### src/rtl/dma_chain_ctx.sv
module dma_chain_ctx #(
  parameter int NCH = 2,
  parameter int AW  = 32,
  parameter int CW  = 16
) (
  input  logic              clk,
  input  logic              rst_n,
  input  logic [NCH-1:0]    start,
  input  logic [NCH*AW-1:0] start_ptr,
  input  logic [NCH-1:0]    xfer_req,
  input  logic [NCH*CW-1:0] xfer_len,
  output logic [NCH-1:0]    xfer_ack,
  output logic [NCH-1:0]    active,
  output logic [NCH-1:0]    ready,
  output logic [NCH-1:0]    done,
  output logic [NCH*AW-1:0] buf_addr,
  output logic [NCH*CW-1:0] buf_cnt,
  output logic              mem_req,
  output logic [AW-1:0]     mem_addr,
  input  logic              mem_gnt,
  input  logic              mem_rvalid,
  input  logic [AW-1:0]     mem_rdata
);

  localparam int IW = (NCH > 1) ? $clog2(NCH) : 1;

  typedef enum logic [2:0] {S_IDLE, S_NEED, S_FETCH, S_ADV, S_RUN} ch_st_t;
  typedef enum logic [2:0] {F_IDLE, F_REQ0, F_WAIT0, F_REQ1, F_WAIT1} f_st_t;

  ch_st_t         st   [NCH];
  logic [AW-1:0]  pp   [NCH];
  logic [AW-1:0]  ba   [NCH];
  logic [CW-1:0]  cnt  [NCH];
  logic [CW-1:0]  lens [NCH];
  logic [NCH-1:0] lastd, done_q, ar_elig, need, in_fetch;
  logic [IW:0]    ar_pick, f_pick;
  logic [IW-1:0]  ar_ch, ar_last, f_ch, f_last;
  logic           ar_go, ar_adv, ar_end, f_go;
  logic [AW-1:0]  inc_a, inc_b, inc_y, f_word0;
  logic [CW-1:0]  dec_y;
  f_st_t          fs;
  logic           rsvd_unused;

  function automatic logic [IW:0] rr_pick(input logic [NCH-1:0] m, input logic [IW-1:0] prev);
    logic [IW:0] r;
    int idx;
    r = '0;
    for (int k = NCH; k >= 1; k--) begin
      idx = (int'(prev) + k) % NCH;
      if (m[idx]) r = {1'b1, idx[IW-1:0]};
    end
    return r;
  endfunction

  always_comb begin
    for (int i = 0; i < NCH; i++) begin
      lens[i]     = xfer_len[i*CW +: CW];
      need[i]     = (st[i] == S_NEED);
      in_fetch[i] = (st[i] == S_FETCH);
      ar_elig[i]  = (st[i] == S_ADV) ||
                    (st[i] == S_RUN && xfer_req[i] && lens[i] != '0 && lens[i] <= cnt[i]);
      active[i]   = (st[i] != S_IDLE);
      ready[i]    = (st[i] == S_RUN);
      buf_addr[i*AW +: AW] = ba[i];
      buf_cnt[i*CW +: CW]  = cnt[i];
    end
  end

  assign ar_pick = rr_pick(ar_elig, ar_last);
  assign ar_go   = ar_pick[IW];
  assign ar_ch   = ar_pick[IW-1:0];
  assign ar_adv  = (st[ar_ch] == S_ADV);
  assign inc_a   = ar_adv ? pp[ar_ch] : ba[ar_ch];
  assign inc_b   = ar_adv ? AW'(8) : AW'(lens[ar_ch]);
  assign inc_y   = inc_a + inc_b;
  assign dec_y   = cnt[ar_ch] - lens[ar_ch];
  assign ar_end  = ar_adv ? (cnt[ar_ch] == '0) : (dec_y == '0);

  always_comb
    for (int i = 0; i < NCH; i++)
      xfer_ack[i] = ar_go && (ar_ch == IW'(i)) && (st[i] == S_RUN);

  assign f_pick   = rr_pick(need, f_last);
  assign f_go     = f_pick[IW];
  assign mem_req  = (fs == F_REQ0) || (fs == F_REQ1);
  assign mem_addr = {pp[f_ch][AW-1:3], (fs == F_REQ1), 2'b00};
  assign done     = done_q;
  assign rsvd_unused = ^mem_rdata[AW-2:CW];

  always_ff @(posedge clk) begin
    if (!rst_n) begin
      for (int i = 0; i < NCH; i++) begin
        st[i]  <= S_IDLE;
        pp[i]  <= '0;
        ba[i]  <= '0;
        cnt[i] <= '0;
      end
      lastd   <= '0;
      done_q  <= '0;
      ar_last <= IW'(NCH-1);
      f_last  <= IW'(NCH-1);
      f_ch    <= '0;
      f_word0 <= '0;
      fs      <= F_IDLE;
    end else begin
      done_q <= '0;
      for (int i = 0; i < NCH; i++)
        if (st[i] == S_IDLE && start[i]) begin
          pp[i] <= start_ptr[i*AW +: AW];
          st[i] <= S_NEED;
        end

      if (ar_go) begin
        ar_last <= ar_ch;
        if (ar_adv) pp[ar_ch] <= inc_y;
        else begin
          ba[ar_ch]  <= inc_y;
          cnt[ar_ch] <= dec_y;
        end
        if (ar_end) begin
          if (lastd[ar_ch]) begin
            st[ar_ch]     <= S_IDLE;
            done_q[ar_ch] <= 1'b1;
          end else st[ar_ch] <= S_NEED;
        end else if (ar_adv) st[ar_ch] <= S_RUN;
      end

      case (fs)
        F_IDLE: if (f_go) begin
          f_ch   <= f_pick[IW-1:0];
          f_last <= f_pick[IW-1:0];
          st[f_pick[IW-1:0]] <= S_FETCH;
          fs <= F_REQ0;
        end
        F_REQ0:  if (mem_gnt) fs <= F_WAIT0;
        F_WAIT0: if (mem_rvalid) begin
          f_word0 <= mem_rdata;
          fs <= F_REQ1;
        end
        F_REQ1:  if (mem_gnt) fs <= F_WAIT1;
        F_WAIT1: if (mem_rvalid) begin
          ba[f_ch]    <= f_word0;
          cnt[f_ch]   <= mem_rdata[CW-1:0];
          lastd[f_ch] <= mem_rdata[AW-1];
          st[f_ch]    <= S_ADV;
          fs <= F_IDLE;
        end
        default: fs <= F_IDLE;
      endcase
    end
  end


  ack_onehot_chk: assert property (@(posedge clk) disable iff (!rst_n) $onehot0(xfer_ack));


  one_fetch_chk: assert property (@(posedge clk) disable iff (!rst_n) $countones(in_fetch) <= 1);


  req_hold_chk: assert property (@(posedge clk) disable iff (!rst_n)
    (mem_req && !mem_gnt) |=> (mem_req && $stable(mem_addr)));


  done_pulse_chk: assert property (@(posedge clk) disable iff (!rst_n)
    (done != '0) |=> ((done & $past(done)) == '0));


  done_idle_chk: assert property (@(posedge clk) disable iff (!rst_n)
    ((done & active) == '0));

  for (genvar g = 0; g < NCH; g++) begin : g_chk

    cnt_step_chk: assert property (@(posedge clk) disable iff (!rst_n)
      xfer_ack[g] |=> (buf_cnt[g*CW +: CW] == $past(buf_cnt[g*CW +: CW]) - $past(xfer_len[g*CW +: CW])));

    addr_step_chk: assert property (@(posedge clk) disable iff (!rst_n)
      xfer_ack[g] |=> (buf_addr[g*AW +: AW] == $past(buf_addr[g*AW +: AW]) + AW'($past(xfer_len[g*CW +: CW]))));

    bad_len_chk: assert property (@(posedge clk) disable iff (!rst_n)
      (xfer_req[g] && (xfer_len[g*CW +: CW] == '0 || xfer_len[g*CW +: CW] > buf_cnt[g*CW +: CW])) |-> !xfer_ack[g]);
  end

endmodule

### config.mk
export PLATFORM = sky130hd
export DESIGN_NAME = dma_chain_ctx
export DESIGN_NICKNAME = d
export VERILOG_FILES = /design/src/rtl/dma_chain_ctx.sv
export SDC_FILE = /design/constraint.sdc
export NUM_CORES = 1
export LEC_CHECK = 0
export BUFFER_PORTS_ARGS = -buffer_cell sky130_fd_sc_hd__buf_2
export CAP_MARGIN = 20
export CORE_ASPECT_RATIO = 1.75
export CORE_MARGIN = 10
export CORE_UTILIZATION = 25
export DETAILED_ROUTE_END_ITERATION = 8
export PLACE_DENSITY_LB_ADDON = 0.08
export SYNTH_ARGS = -nofsm -noshare
export SYNTH_HDL_FRONTEND = slang
export SYNTH_SLANG_ARGS = --single-unit
### constraint.sdc
create_clock -name clk -period 8.55 [get_ports clk]
set_input_delay 0.855 -clock clk [delete_from_list [all_inputs] [get_ports clk]]
set_output_delay 0.855 -clock clk [all_outputs]
set_load 0.01 [all_outputs]
# [After elaboration in Yosys (flattened, before gate mapping)]
# Memory sizes are Yosys's and may differ from the RTL's. A register that Yosys moved wholly into a read port is not among the register bits.
# Cells that the tools add are included.
# W data, S select, Z words.
[classes] shifts=0 bitwise=12 addsub=6 n_eq_ne=16 div=0 n_mux=95 magnitude_cmp=11 reduce_logical=36 n_mul=0
[ops] operator="$mux W32" count=5
[ops] operator="$mux W16" count=6
[ops] operator="$mux W1" count=66
[ops] operator="$reduce_or A32 Y1" count=2
[ops] operator="$add A32 B16 Y32" count=1
[ops] operator="$le A16 B16 Y1" count=2
[ops] operator="$logic_not A16 Y1" count=2
[ops] operator="$reduce_bool A16 Y1" count=2
[ops] operator="$reduce_or A16 Y1" count=2
[ops] operator="$mux W3" count=10
[ops] operator="$sub A16 B16 Y16" count=1
[ops] operator="$eq A3 B2 Y1 const B" count=5
[ops] operator="$pmux W3 S5" count=1
[ops] operator="$logic_and A1 B1 Y1" count=14
[ops] operator="$lt A2 B3 Y1 const B" count=4
[ops] operator="$eq A3 B1 Y1 const B" count=3
[ops] operator="$eq A3 B3 Y1 const B" count=3
[ops] operator="$logic_not A3 Y1" count=3
[ops] operator="$mux W2" count=4
[ops] operator="$ne A2 B2 Y1 const B" count=4
[ops] operator="$or A1 B1 Y1" count=6
[ops] operator="$reduce_and A2 Y1" count=3
[ops] operator="$reduce_bool A3 Y1" count=2
[ops] operator="$reduce_and A5 Y1" count=1
[ops] operator="13 further kinds" count=24
[word_totals] out_inout_bits=137 wordCells=187 regBits=42 n_memories=4 mem_bits_rw=166 latchBits=0 rom_bits=0
[memory_table] memory="ba" depth=2 word_bits=32 rd=3 rd_ports_with_merged_regs=0 wr=2 line="32" text="logic [AW-1:0] ba [NCH];"
[memory_table] memory="pp" depth=2 word_bits=32 rd=2 rd_ports_with_merged_regs=1 wr=3 line="31" text="logic [AW-1:0] pp [NCH];"
[memory_table] memory="cnt" depth=2 word_bits=16 rd=3 rd_ports_with_merged_regs=0 wr=2 line="33" text="logic [CW-1:0] cnt [NCH];"
[memory_table] memory="st" depth=2 word_bits=3 rd=3 rd_ports_with_merged_regs=0 wr=4 line="30" text="ch_st_t st [NCH];"

# [Depth between registers and ports, before layout]
# An unclocked memory read counts as a cell.
[logic_depth] depth_word=24 ltp_mapped=32 ltp_nobuf=27

# [Least setup slack after synthesis]
# OpenSTA, ideal clock, no wires.
[synth_path] path_type="input to register" start="input xfer_len[14]" end="memory st[1][0] in the netlist's numbering (enable)" t_required_ps=8255 path_stages=28 t_arrival_ps=6862 setup_ps=295 path_slack_ps=1392 path_buffers=5 path_cell_list="ha_1 -> nand4_1 -> nor4_1 -> a21boi_2 -> o31a_4 -> a21oi_4 -> nor2_4 -> buf_6 -> buf_2 -> buf_2 -> buf_1 -> buf_1 -> o21ai_0 -> ha_1 -> fa_1 -> inv_1 -> a21oi_1 -> maj3_1 -> o211ai_1 -> nand3_1 -> o41ai_1 -> mux2_4 -> xor2_1 -> or3b_1 -> or4_4 -> o31ai_4 -> and2_1 -> nand3b_1"
[synth_lines] item="start, declared" line="11" text="input logic [NCH*CW-1:0] xfer_len,"
[synth_lines] item="end, declared" line="30"

==> key figures <==
Run status
  – Status: complete, no violations

Min path
  – WHS Endpoint: f_last
  – Hold Crit Depth: 2
  – Worst hold path type: register to register
  – Hold path start: f_last

Route
  – DRT Pass-1 Iters: 5
  – Routed WL: 65,550 um
  – Initial DRC count: 737
  – Via count: 12.87k
  – DRC violations left: 0
  – M1 wire length: 25,360 um
  – Via density: 5.163
  – Final ANT Viol Nets: 0
  – Routed length on met2: 33,560 um
  – Top routing layer used: met5
  – Met3 routed WL: 3960 um
  – WL/cell: 26.30 um

Final layout
  – Final #Nets: 1,970
  – Fillers: 5,924
  – P&R area growth vs syn: 21.37%
  – Share of cells above drive strength 1: 23.16%
  – Utilization after layout: 30.56%
  – ANT cells: 0

Yosys
  – Synth Area per Inst: 8.985 um^2
  – Largest area contributor in the netlist: edfxtp_1
  – #FFs+latches synth: 209
  – Top cells by count, synth: nand2_1 (326), edfxtp_1 (162), nand3_1 (106)
  – Post-synth top area share: 35.09%
  – Async set-or-reset flop fraction in the synthesized netlist: 0%
  – Synth Cell Area: 13,860 um^2
  – Yosys cell types: 84
  – Syn. warnings: 0
  – Seq/Total Area, Yosys: 41.88%
  – Synth top area cells: edfxtp_1 (35%), nand2_1 (8.8%), dfxtp_1 (6.8%), ha_1 (4.9%), nand3_1 (3.8%)
  – Cells after synthesis: 1,543
  – Synth Flop Type: edfxtp_1
  – Number of flops mapped to enable cells by yosys: 162
  – Most frequent cell after synthesis: nand2_1

Floorplan
  – Die W: 198.0 um
  – Die Area: 65,640 um^2
  – Cell row count: 114
  – DIE HEIGHT: 331.5 um
  – Core area: 55,060 um^2
  – Initial Utilization: 25.18%
  – # IOs: 273

Placement
  – Port Buffer Count: 270
  – Dpl hpwl: 49,620 um
  – Pre-CTS setup slack: 592.7 ps
  – Placer congestion estimate: 0.9075

CTS
  – Clock transition at path regs: 60 ps
  – Clock Latency Late Sink: 550 ps
  – # hold bufs at CTS: 0
  – Deepest clock path buffer count: 3
  – CTS tree: done
  – CTS resizes: 0
  – Number of setup buffers added after CTS: 0
  – CTS Root Cell: clkbuf_16
  – CTS H-tree lvls: 1
  – Clk sink count: 209
  – Num CTS Buffers: 24

Setup path
  – Critical Path Source Type: register
  – Critical Path RT: 8810 ps
  – CP max FO: 19
  – Reg-to-reg endpoint: st[0][0]
  – Worst Setup End Kind: register
  – Reg2reg path depth: 25
  – Worst r2r src: cnt[0][8]
  – Flop2flop setup slack: 1010 ps
  – Setup CP Type: register to register
  – Crit path arrival time: 7800 ps

Global route
  – Number of global-route vias before repair: 13.72k
  – First-pass GRT wire length: 94,280 um
  – Pin count of the biggest net entering global routing: 67
  – Initial antenna violation count: 5
  – Total global-route track usage: 19.45%
  – Gr ovfl total: 0

Timing
  – Slew @ Worst Pin: 1107 ps
  – Final Slew Violations: 0
  – Setup ws final: 1007 ps
  – RSZ-0062 raised after global routing: no
  – Final worst-path cycle share: 88.22%
  – Achievable Freq: 0.1326 GHz
  – Skew final: 16.97 ps
  – Slew margin rel.: 26.17%
  – Final Hold Viols: 0
  – Final Setup Violations: 0
  – Final min period: 7543 ps
  – Setup TNS: 0 ps

Run
  – Maxcap violations: 0

Power
  – Pwr dens: 269.1 nW/um^2
  – VDD IR max: 144.5 uV
  – Leak: 6.713 nW
==> power by group <==
| group | internal [mW] | switching, mW |
|---|---|---|
| combinational | 0.669 | 1.30 |
| clock | 0.644 | 0.466 |
| sequential | 1.30 | 0.147 |
| total | 2.62 | 1.91 |
==> sequential cells by signal, summed over array words and instances (netlist names), named ones only <==
| name | cells |
|---|---|
| ar_last | 1 |
| f_last | 1 |
| lastd | 2 |
| pp | 64 |
| st | 6 |
| cnt | 32 |
| fs | 3 |
| ba | 64 |
| f_word0 | 32 |
| f_ch | 1 |
| done | 2 |
==> how the worst max path moves through the flow <==
stage,start,endpoint,slack [ps],depth (start not counted)
final,cnt[0][8],st[0][0],1010,25
after global routing,cnt[0][8],st[0][0],650,25
after CTS,cnt[0][8],st[0][0],950,25
after detailed placement,xfer_len[9],st[0][0],590,25
after global placement,xfer_len[15],st[0][0],600,25
after floorplan,xfer_len[14],st[1][0],1390,28
==> per-layer routing <==
metal / track usage [%] / vias up
li1: - / 6053
met1: 21.25 / 6254
met2: 35.36 / 439
met3: 4.148 / 109
met4: 7.814 / 10
met5: 0 / -
==> cell families (layout without fill, tap and decap cells) <==
| group | after synthesis | in the layout | share of synthesized area, % |
|---|---|---|---|
| adders and majority gates | 62 | 62 | 5.596 |
| buffers and inverters | 150 | 402 | 4.422 |
| muxes | 70 | 70 | 5.514 |
| AOI/OAI and AO/OA | 364 | 364 | 17.50 |
| DFF | 209 | 209 | 41.88 |
| xor gates and xnor gates | 62 | 62 | 3.917 |
| other | 1 | 2 | 0.02705 |
| and+or+nand+nor | 625 | 625 | 21.15 |
==> cell type report <==
| cell class | count | area [um^2] | share of cell area (%) |
|---|---|---|---|
| sequential | 209 | 5807 | 34.51 |
| timing repair buffer | 302 | 1629 | 9.682 |
| inverter | 56 | 210.2 | 1.249 |
| multi-input combinational | 1185 | 7498 | 44.56 |
| tap | 696 | 870.8 | 5.176 |
| clock inverter | 9 | 128.9 | 0.7659 |
| clock buffer | 35 | 681.9 | 4.053 |
==> critical path: stages (launching register included) <==
cell	delay (ps)
edfxtp_1	490
inv_1	150
ha_1	300
nand4_1	230
nor4_1	520
a21boi_2	290
o31a_4	200
a21o_4	180
nand2_4	220
mux2i_1	290
ha_1	300
fa_1	400
inv_1	80
a21oi_1	120
maj3_1	420
o211ai_1	110
nand3_1	280
o311ai_0	530
mux2_4	280
xor2_1	190
or3b_1	470
or4_4	450
o31ai_4	210
buf_4	220
and2_1	180
nand3b_1	130
==> through the flow <==
stage               hold slack [ps]  power (mW)  cell area, um^2  instances
floorplan                     440.8       2.644            13870       1544
global placement              464.1       3.463            16010       2448
detailed placement            465.2       3.468            16020       2448
CTS                           480.5       4.591            16830       2492
global route                  514.3       4.808            16830       2492
finish                        478.8       4.528            16830       2492
==> layout by cell type (no fill, tap or decap), types with 8 or more instances in the layout <==
cell type | synthesis | layout
a21boi_0 | 39 | 39
nor3_1 | 14 | 13
mux2_2 | 35 | 35
o31ai_1 | 67 | 67
inv_1 | 56 | 56
a22o_1 | 14 | 14
a21o_1 | 8 | 8
nand3_1 | 106 | 104
clkbuf_16 | 0 | 24
nand2b_1 | 19 | 19
dfxtp_1 | 47 | 46
nor4_1 | 14 | 14
nor2b_1 | 19 | 18
mux2i_1 | 31 | 31
o21ai_1 | 15 | 15
o21ai_0 | 104 | 104
a21oi_1 | 47 | 47
and3_1 | 23 | 22
ha_1 | 54 | 54
xnor2_1 | 34 | 34
xor2_1 | 28 | 28
a31oi_1 | 19 | 19
nor2_1 | 45 | 44
nand4_1 | 14 | 14
buf_2 | 4 | 270
edfxtp_1 | 162 | 162
nand2_1 | 326 | 323
buf_4 | 4 | 29
or3_1 | 10 | 8
(Power assumes the default switching activity.)
